--- src/rtl/fm_pkg.sv ---
package fm_pkg;

  localparam int TEMP_W     = 8;
  localparam int SEL_W      = 2;
  localparam int STATUS_W   = 6;
  localparam int FLAG_W     = 4;

  // index of each comparator flag inside the synchronized flag vector
  localparam int FLG_CP_LO  = 0;
  localparam int FLG_CP_HI  = 1;
  localparam int FLG_UV     = 2;
  localparam int FLG_OV     = 3;

  // status image, bit 0 is the last member
  typedef struct packed {
    logic stby;
    logic ov_ok;
    logic uv_ok;
    logic cpuv;
    logic tsd;
    logic warn;
  } fm_status_t;

endpackage

--- src/rtl/fm_sync.sv ---
module fm_sync #(
  parameter int WIDTH  = 1,
  parameter int STAGES = 2
) (
  input  logic             clk,
  input  logic             rst_n,
  input  logic [WIDTH-1:0] d,
  output logic [WIDTH-1:0] q
);

  logic [STAGES-1:0][WIDTH-1:0] chain_q;

  always_ff @(posedge clk or negedge rst_n) begin
    if (!rst_n) begin
      chain_q <= '0;
    end else begin
      chain_q[0] <= d;
      for (int i = 1; i < STAGES; i++) begin
        chain_q[i] <= chain_q[i-1];
      end
    end
  end

  assign q = chain_q[STAGES-1];

endmodule

--- src/rtl/fm_rst_sync.sv ---
module fm_rst_sync #(
  parameter int STAGES = 2
) (
  input  logic clk,
  input  logic arst_n,
  output logic rst_n_o
);

  logic [STAGES-1:0] rel_q;
  logic [STAGES-1:0] rel_d;

  generate
    if (STAGES == 1) begin : g_single
      assign rel_d = 1'b1;
    end else begin : g_chain
      assign rel_d = {rel_q[STAGES-2:0], 1'b1};
    end
  endgenerate

  always_ff @(posedge clk or negedge arst_n) begin
    if (!arst_n) rel_q <= '0;
    else         rel_q <= rel_d;
  end

  assign rst_n_o = rel_q[STAGES-1];

endmodule

--- src/rtl/fm_thermal.sv ---
module fm_thermal
  import fm_pkg::*;
#(
  parameter int WARN_BASE = 110,
  parameter int WARN_STEP = 10,
  parameter int TSD_SET   = 150,
  parameter int TSD_CLR   = 140
) (
  input  logic              clk,
  input  logic              rst_n,
  input  logic [TEMP_W-1:0] temp_s,
  input  logic [SEL_W-1:0]  warn_sel,
  output logic              warn_o,
  output logic              tsd_o
);

  localparam logic [TEMP_W-1:0] BASE_C = TEMP_W'(WARN_BASE);
  localparam logic [TEMP_W-1:0] STEP_C = TEMP_W'(WARN_STEP);
  localparam logic [TEMP_W-1:0] SET_C  = TEMP_W'(TSD_SET);
  localparam logic [TEMP_W-1:0] CLR_C  = TEMP_W'(TSD_CLR);

  logic [TEMP_W-1:0] limit;
  logic              warn_d, warn_q;
  logic              tsd_d, tsd_q, tsd_en;

  // next state
  always_comb begin
    limit  = BASE_C + STEP_C * TEMP_W'(warn_sel);
    warn_d = (temp_s > limit);
    tsd_en = (temp_s > SET_C) || (temp_s < CLR_C);
    tsd_d  = (temp_s > SET_C);
  end

  // registers
  always_ff @(posedge clk or negedge rst_n) begin
    if (!rst_n) begin
      warn_q <= 1'b0;
      tsd_q  <= 1'b0;
    end else begin
      warn_q <= warn_d;
      if (tsd_en) tsd_q <= tsd_d;
    end
  end

  assign warn_o = warn_q;
  assign tsd_o  = tsd_q;

  assert_warn_rise_R1: assert property (@(posedge clk) disable iff (!rst_n)
    $rose(warn_q) |-> ($past(temp_s) > $past(limit)));

  assert_tsd_rise_R3: assert property (@(posedge clk) disable iff (!rst_n)
    $rose(tsd_q) |-> ($past(temp_s) > SET_C));

  assert_tsd_fall_R3: assert property (@(posedge clk) disable iff (!rst_n)
    $fell(tsd_q) |-> ($past(temp_s) < CLR_C));

  assert_tsd_hold_R3: assert property (@(posedge clk) disable iff (!rst_n)
    (tsd_q && temp_s >= CLR_C) |=> tsd_q);

endmodule

--- src/rtl/fm_supply.sv ---
module fm_supply (
  input  logic clk,
  input  logic rst_n,
  input  logic cp_lo_s,
  input  logic cp_hi_s,
  input  logic uv_s,
  input  logic ov_s,
  input  logic stby_wr,
  input  logic stby_wdata,
  output logic cpuv_o,
  output logic uv_o,
  output logic ov_o,
  output logic stby_o
);

  logic cpuv_d, cpuv_q, cpuv_en;
  logic stby_d, stby_q, stby_en;
  logic uv_q, ov_q;

  // next state
  always_comb begin
    cpuv_en = cp_lo_s || cp_hi_s;
    cpuv_d  = cp_lo_s;
    stby_en = ov_s || stby_wr;
    stby_d  = ov_s || stby_wdata;
  end

  // registers
  always_ff @(posedge clk or negedge rst_n) begin
    if (!rst_n) begin
      cpuv_q <= 1'b1;
      stby_q <= 1'b1;
      uv_q   <= 1'b0;
      ov_q   <= 1'b0;
    end else begin
      uv_q <= uv_s;
      ov_q <= ov_s;
      if (cpuv_en) cpuv_q <= cpuv_d;
      if (stby_en) stby_q <= stby_d;
    end
  end

  assign cpuv_o = cpuv_q;
  assign uv_o   = uv_q;
  assign ov_o   = ov_q;
  assign stby_o = stby_q;

  assert_cpuv_fall_R4: assert property (@(posedge clk) disable iff (!rst_n)
    $fell(cpuv_q) |-> ($past(cp_hi_s) && !$past(cp_lo_s)));

  assert_cpuv_hold_R4: assert property (@(posedge clk) disable iff (!rst_n)
    (!cp_lo_s && !cp_hi_s) |=> $stable(cpuv_q));

  assert_ov_forces_stby_R6: assert property (@(posedge clk) disable iff (!rst_n)
    ov_s |=> stby_q);

  assert_stby_clear_R7: assert property (@(posedge clk) disable iff (!rst_n)
    $fell(stby_q) |-> ($past(stby_wr) && !$past(ov_s)));

endmodule

--- src/rtl/amp_fault_mgr.sv ---
module amp_fault_mgr
  import fm_pkg::*;
#(
  parameter int SYNC_STAGES = 2,
  parameter int WARN_BASE   = 110,
  parameter int WARN_STEP   = 10,
  parameter int TSD_SET     = 150,
  parameter int TSD_CLR     = 140
) (
  input  logic                clk,
  input  logic                rst_n,
  input  logic [TEMP_W-1:0]   temp_code,
  input  logic [SEL_W-1:0]    warn_sel,
  input  logic                cp_below_lo,
  input  logic                cp_above_hi,
  input  logic                supply_uv,
  input  logic                supply_ov,
  input  logic                stby_wr,
  input  logic                stby_wdata,
  output logic                therm_warn,
  output logic                chan_disable,
  output logic                out_tristate,
  output logic                out_halfsup,
  output logic                standby,
  output logic                fault_od_en,
  output logic [STATUS_W-1:0] status
);

  logic              rst_n_s;
  logic [FLAG_W-1:0] flags_raw, flags_s;
  logic [TEMP_W-1:0] temp_s;
  logic              warn, tsd, cpuv, uv, ov, stby;
  fm_status_t        stat;

  fm_rst_sync #(.STAGES(SYNC_STAGES)) i_rst_sync (
    .clk     (clk),
    .arst_n  (rst_n),
    .rst_n_o (rst_n_s)
  );

  always_comb begin
    flags_raw            = '0;
    flags_raw[FLG_CP_LO] = cp_below_lo;
    flags_raw[FLG_CP_HI] = cp_above_hi;
    flags_raw[FLG_UV]    = supply_uv;
    flags_raw[FLG_OV]    = supply_ov;
  end

  fm_sync #(.WIDTH(FLAG_W), .STAGES(SYNC_STAGES)) i_flag_sync (
    .clk   (clk),
    .rst_n (rst_n_s),
    .d     (flags_raw),
    .q     (flags_s)
  );

  // the converter holds each code for many cycles, so a plain chain suffices
  fm_sync #(.WIDTH(TEMP_W), .STAGES(SYNC_STAGES)) i_temp_sync (
    .clk   (clk),
    .rst_n (rst_n_s),
    .d     (temp_code),
    .q     (temp_s)
  );

  fm_thermal #(
    .WARN_BASE (WARN_BASE),
    .WARN_STEP (WARN_STEP),
    .TSD_SET   (TSD_SET),
    .TSD_CLR   (TSD_CLR)
  ) i_thermal (
    .clk      (clk),
    .rst_n    (rst_n_s),
    .temp_s   (temp_s),
    .warn_sel (warn_sel),
    .warn_o   (warn),
    .tsd_o    (tsd)
  );

  fm_supply i_supply (
    .clk        (clk),
    .rst_n      (rst_n_s),
    .cp_lo_s    (flags_s[FLG_CP_LO]),
    .cp_hi_s    (flags_s[FLG_CP_HI]),
    .uv_s       (flags_s[FLG_UV]),
    .ov_s       (flags_s[FLG_OV]),
    .stby_wr    (stby_wr),
    .stby_wdata (stby_wdata),
    .cpuv_o     (cpuv),
    .uv_o       (uv),
    .ov_o       (ov),
    .stby_o     (stby)
  );

  always_comb begin
    stat.warn  = warn;
    stat.tsd   = tsd;
    stat.cpuv  = cpuv;
    stat.uv_ok = ~uv;
    stat.ov_ok = ~ov;
    stat.stby  = stby;
  end

  assign therm_warn   = warn;
  assign chan_disable = tsd;
  assign out_halfsup  = ov;
  assign out_tristate = (cpuv | uv) & ~ov;
  assign standby      = stby;
  assign fault_od_en  = uv | ov | tsd;
  assign status       = stat;

  assert_drive_excl_R6: assert property (@(posedge clk) disable iff (!rst_n_s)
    !(out_tristate && out_halfsup));

  assert_ov_standby_R6: assert property (@(posedge clk) disable iff (!rst_n_s)
    out_halfsup |-> standby);

  assert_warn_passive_R2: assert property (@(posedge clk) disable iff (!rst_n_s)
    (therm_warn && !chan_disable && !status[3] == 1'b0 && status[4]) |-> !fault_od_en);

  assert_fault_pin_R8: assert property (@(posedge clk) disable iff (!rst_n_s)
    (chan_disable || !status[3] || !status[4]) |-> fault_od_en);

endmodule

--- config.mk ---
export PLATFORM = sky130hd
export DESIGN_NAME = amp_fault_mgr
export DESIGN_NICKNAME = d
export VERILOG_FILES = /design/src/rtl/fm_pkg.sv /design/src/rtl/fm_sync.sv /design/src/rtl/fm_rst_sync.sv /design/src/rtl/fm_thermal.sv /design/src/rtl/fm_supply.sv /design/src/rtl/amp_fault_mgr.sv
export SDC_FILE = /design/constraint.sdc
export NUM_CORES = 1
export LEC_CHECK = 0
export BUFFER_PORTS_ARGS = -buffer_cell sky130_fd_sc_hd__clkbuf_2
export CORE_ASPECT_RATIO = 0.8
export CORE_UTILIZATION = 50
export CTS_CLUSTER_DIAMETER = 100
export DETAILED_ROUTE_END_ITERATION = 10
export GPL_ROUTABILITY_DRIVEN = 0
export PLACE_DENSITY = 0.75
export SLEW_MARGIN = 20
export SYNTH_ARGS = -nofsm -noshare
export SYNTH_HDL_FRONTEND = slang
export SYNTH_HIERARCHICAL = 1
export SYNTH_SLANG_ARGS = --single-unit
--- constraint.sdc ---
create_clock -name clk -period 1.2 [get_ports clk]
set_input_delay 0.12 -clock clk [delete_from_list [all_inputs] [get_ports clk]]
set_output_delay 0.12 -clock clk [all_outputs]
set_load 0.02 [all_outputs]
==> run metrics <==
placed inst area 1485 um2; cell area after layout 1792 um2; dpl cells 148; nature of the critical path endpoint primary output; DP HPWL 1394 um; clk buf depth 2; most common cell after layout, fill and taps aside dfrtp_1; Tcrit/Tclk final 113.8%; Register Area 804.5 um2; antenna violations before repair 0; total congestion overflow 0; Worst Hold Class in2reg; crit path kind reg2out; VDD IR max 0.9057 mV; post-route ant nets 0; final layout net count 169; commonest non-fill, non-tap cells in the layout 29 x dfrtp_1, 24 x clkbuf_2, 14 x dlygate4sd3_1; first-pass GRT wire length 3629 um; area occupied by multi-input gates 417.9 um2; final cell count without fillers 174; via count 817; die height 47.10 um; DR vias/cell 4.695; CP peak stage delay 400 ps; Worst-path clk slew 90 ps; fill count 129; I/O pin count 30; Syn Std Cell Area 1271 um2; CTS tree yes; Final Util 78.90%; CTS Sinks 32; worst-path cell chain or3_4, buf_6; CP Launch Type flop; initial core utilization 55.98%; Die W 58.38 um; Die Footprint 2749 um2; min Tclk post-route 1366 ps; #FFs+latches synth 32; Detail Route met3 WL 118 um; final count of hold timing violations 0; I/O Buffers 29; Max FO, Critical Path 3; total iterations of the first detailed-routing run 4; TritonCTS Buffers 5; DR iter-0 viols 4; maxcap violations 0; Total Neg Setup Slack -362.8 ps; area growth from synthesis to layout 40.95%; Metal-1 WL 922 um; Worst EP required 1080 ps; failing checks negative setup slack; fraction of layout cells with a size suffix above 1 45.71%; Critical path buffers and inverters 1; post-synthesis cell type count 23; Peak Freq 732.2 MHz; Root Buffer clkbuf_4; routed wire length 2238 um; setup slack at placement -361.7 ps; antenna cells 0; clock skew 4.968 ps; cells after synthesis 94; met2 wire length 1168 um; pin count of the biggest net entering global routing 29; P_leak 0.0008467 uW; drt wl/cell 12.86 um; site row count 15; setup repair after global routing missed its margin yes; syn nets 124; DRC errors left 0; Syn Area/Cell 13.52 um2; top sig layer met4; Seq/Total Area, Yosys 63.19%; Core Region 2271 um2; clk_lat worst skew 310 ps; count of final setup violators 3; via count of the first global-routing pass 860; H-tree depth 2; final worst setup slack -165.7 ps; top cell family by delay on the critical path flip-flops; Total Routing Usage GR 19.31%; worst path arrival time 1250 ps; Slew Viols, Final 0; status complete, but fails checks; PwrDens 1290 nW/um2; Yosys warning total 6; CP max-delay cell dfrtp_1
-- flip-flops by register name (all words and copies together), names as in the netlist --
name                 flops
i_thermal/tsd_o          1
i_supply/stby_o          1
i_rst_sync/rel_q         2
i_supply/ov_o            1
i_flag_sync/chain_q      4
i_supply/uv_o            1
i_supply/cpuv_o          1
i_temp_sync/q            8
i_temp_sync/chain_q      8
i_thermal/warn_o         1
i_flag_sync/q            4
-- where the power goes --
part / internal [uW] / switching (uW)
clock: 437 / 337
sequential: 1140 / 37.3
combinational: 184 / 174
total: 1760 / 548
-- stage by stage --
step | hold WS [ps] | total power (uW)
3_5_place_dp | -93.51 | 1479
4_1_cts | 17.04 | 2326
6_report | 39.14 | 2311
5_1_grt | 18.96 | 2444
3_3_place_gp | -95.06 | 1464
2_1_floorplan | -175.6 | 1400
-- worst register-to-register path, stage by stage, from the launching register on --
cell	delay, ps
dfrtp_1	440
ha_4	280
nand4_1	140
a21oi_1	210
o22a_1	170
-- cell type report --
class                           instances  area share [%]
Sequential cell                        32           44.90
Clock buffer                            6           2.304
Multi-Input combinational cell         38           23.32
Inverter                                8           2.374
Tap cell                               34           2.374
Clock inverter                          2           1.955
Timing Repair Buffer                   54           22.77
-- worst paths after layout --
check	startpoint	endpoint	slack, ps	cells past startpoint
max	i_supply/ov_o	fault_od_en	-170	2
min	stby_wr	i_supply/stby_o	40	2
max reg2reg	i_temp_sync/q[5]	i_thermal/warn_o	-100	4
min reg2reg	i_rst_sync/rel_q[1]	i_flag_sync/chain_q[3]	70	0
max in group asynchronous	i_rst_sync/rel_q[1]	i_supply/stby_o	670	1
min in group asynchronous	i_rst_sync/rel_q[1]	i_flag_sync/chain_q[3]	70	0
-- metal layers --
metal | vias to the layer above | global-route usage [%]
met4 | 0 | 9.048
met5 | - | 0
li1 | 392 | -
met3 | 4 | 6.612
met2 | 29 | 34.48
met1 | 392 | 21.54
-- logic make-up after synthesis --
logic type | count (synthesis) | synth area share, %
AND/OR/NAND/NOR | 12 | 5.612
AO/OA/AOI/OAI | 13 | 7.284
flip-flops | 32 | 63.19
adder cells (fa/ha/maj) | 12 | 11.81
other | 1 | 0.2950
buffers and inverters | 24 | 11.81
-- cells in the mapped netlist --
cell type / count / area, um2
a2111o_1: 1 / 11.26
a211o_1: 2 / 17.52
a21o_1: 1 / 7.510
a21oi_1: 5 / 25.02
buf_4: 16 / 120.1
conb_1: 1 / 3.750
dfrtp_1: 30 / 750.7
dfstp_2: 2 / 52.55
ha_1: 12 / 150.1
inv_1: 8 / 30.03
nand2_1: 2 / 7.510
nand3_1: 2 / 10.01
nand3b_1: 1 / 7.510
nand4_1: 2 / 12.51
nand4b_1: 1 / 8.760
nor2b_1: 1 / 6.260
nor4_1: 1 / 6.260
o211ai_1: 1 / 7.510
o21ai_0: 1 / 5.000
o21ba_2: 1 / 10.01
o22a_1: 1 / 8.760
or2_2: 1 / 6.260
or3_1: 1 / 6.260
-- timing repair --
item	CTS	global route
hold buffers	14	0
endpoints found under the hold margin	15	0
setup endpoints to repair	3	5
buffers inserted	4	0
resized for setup	7	11
cloned	0	0
pin swaps	3	3
No activity file was read; power rests on OpenSTA's default activity.
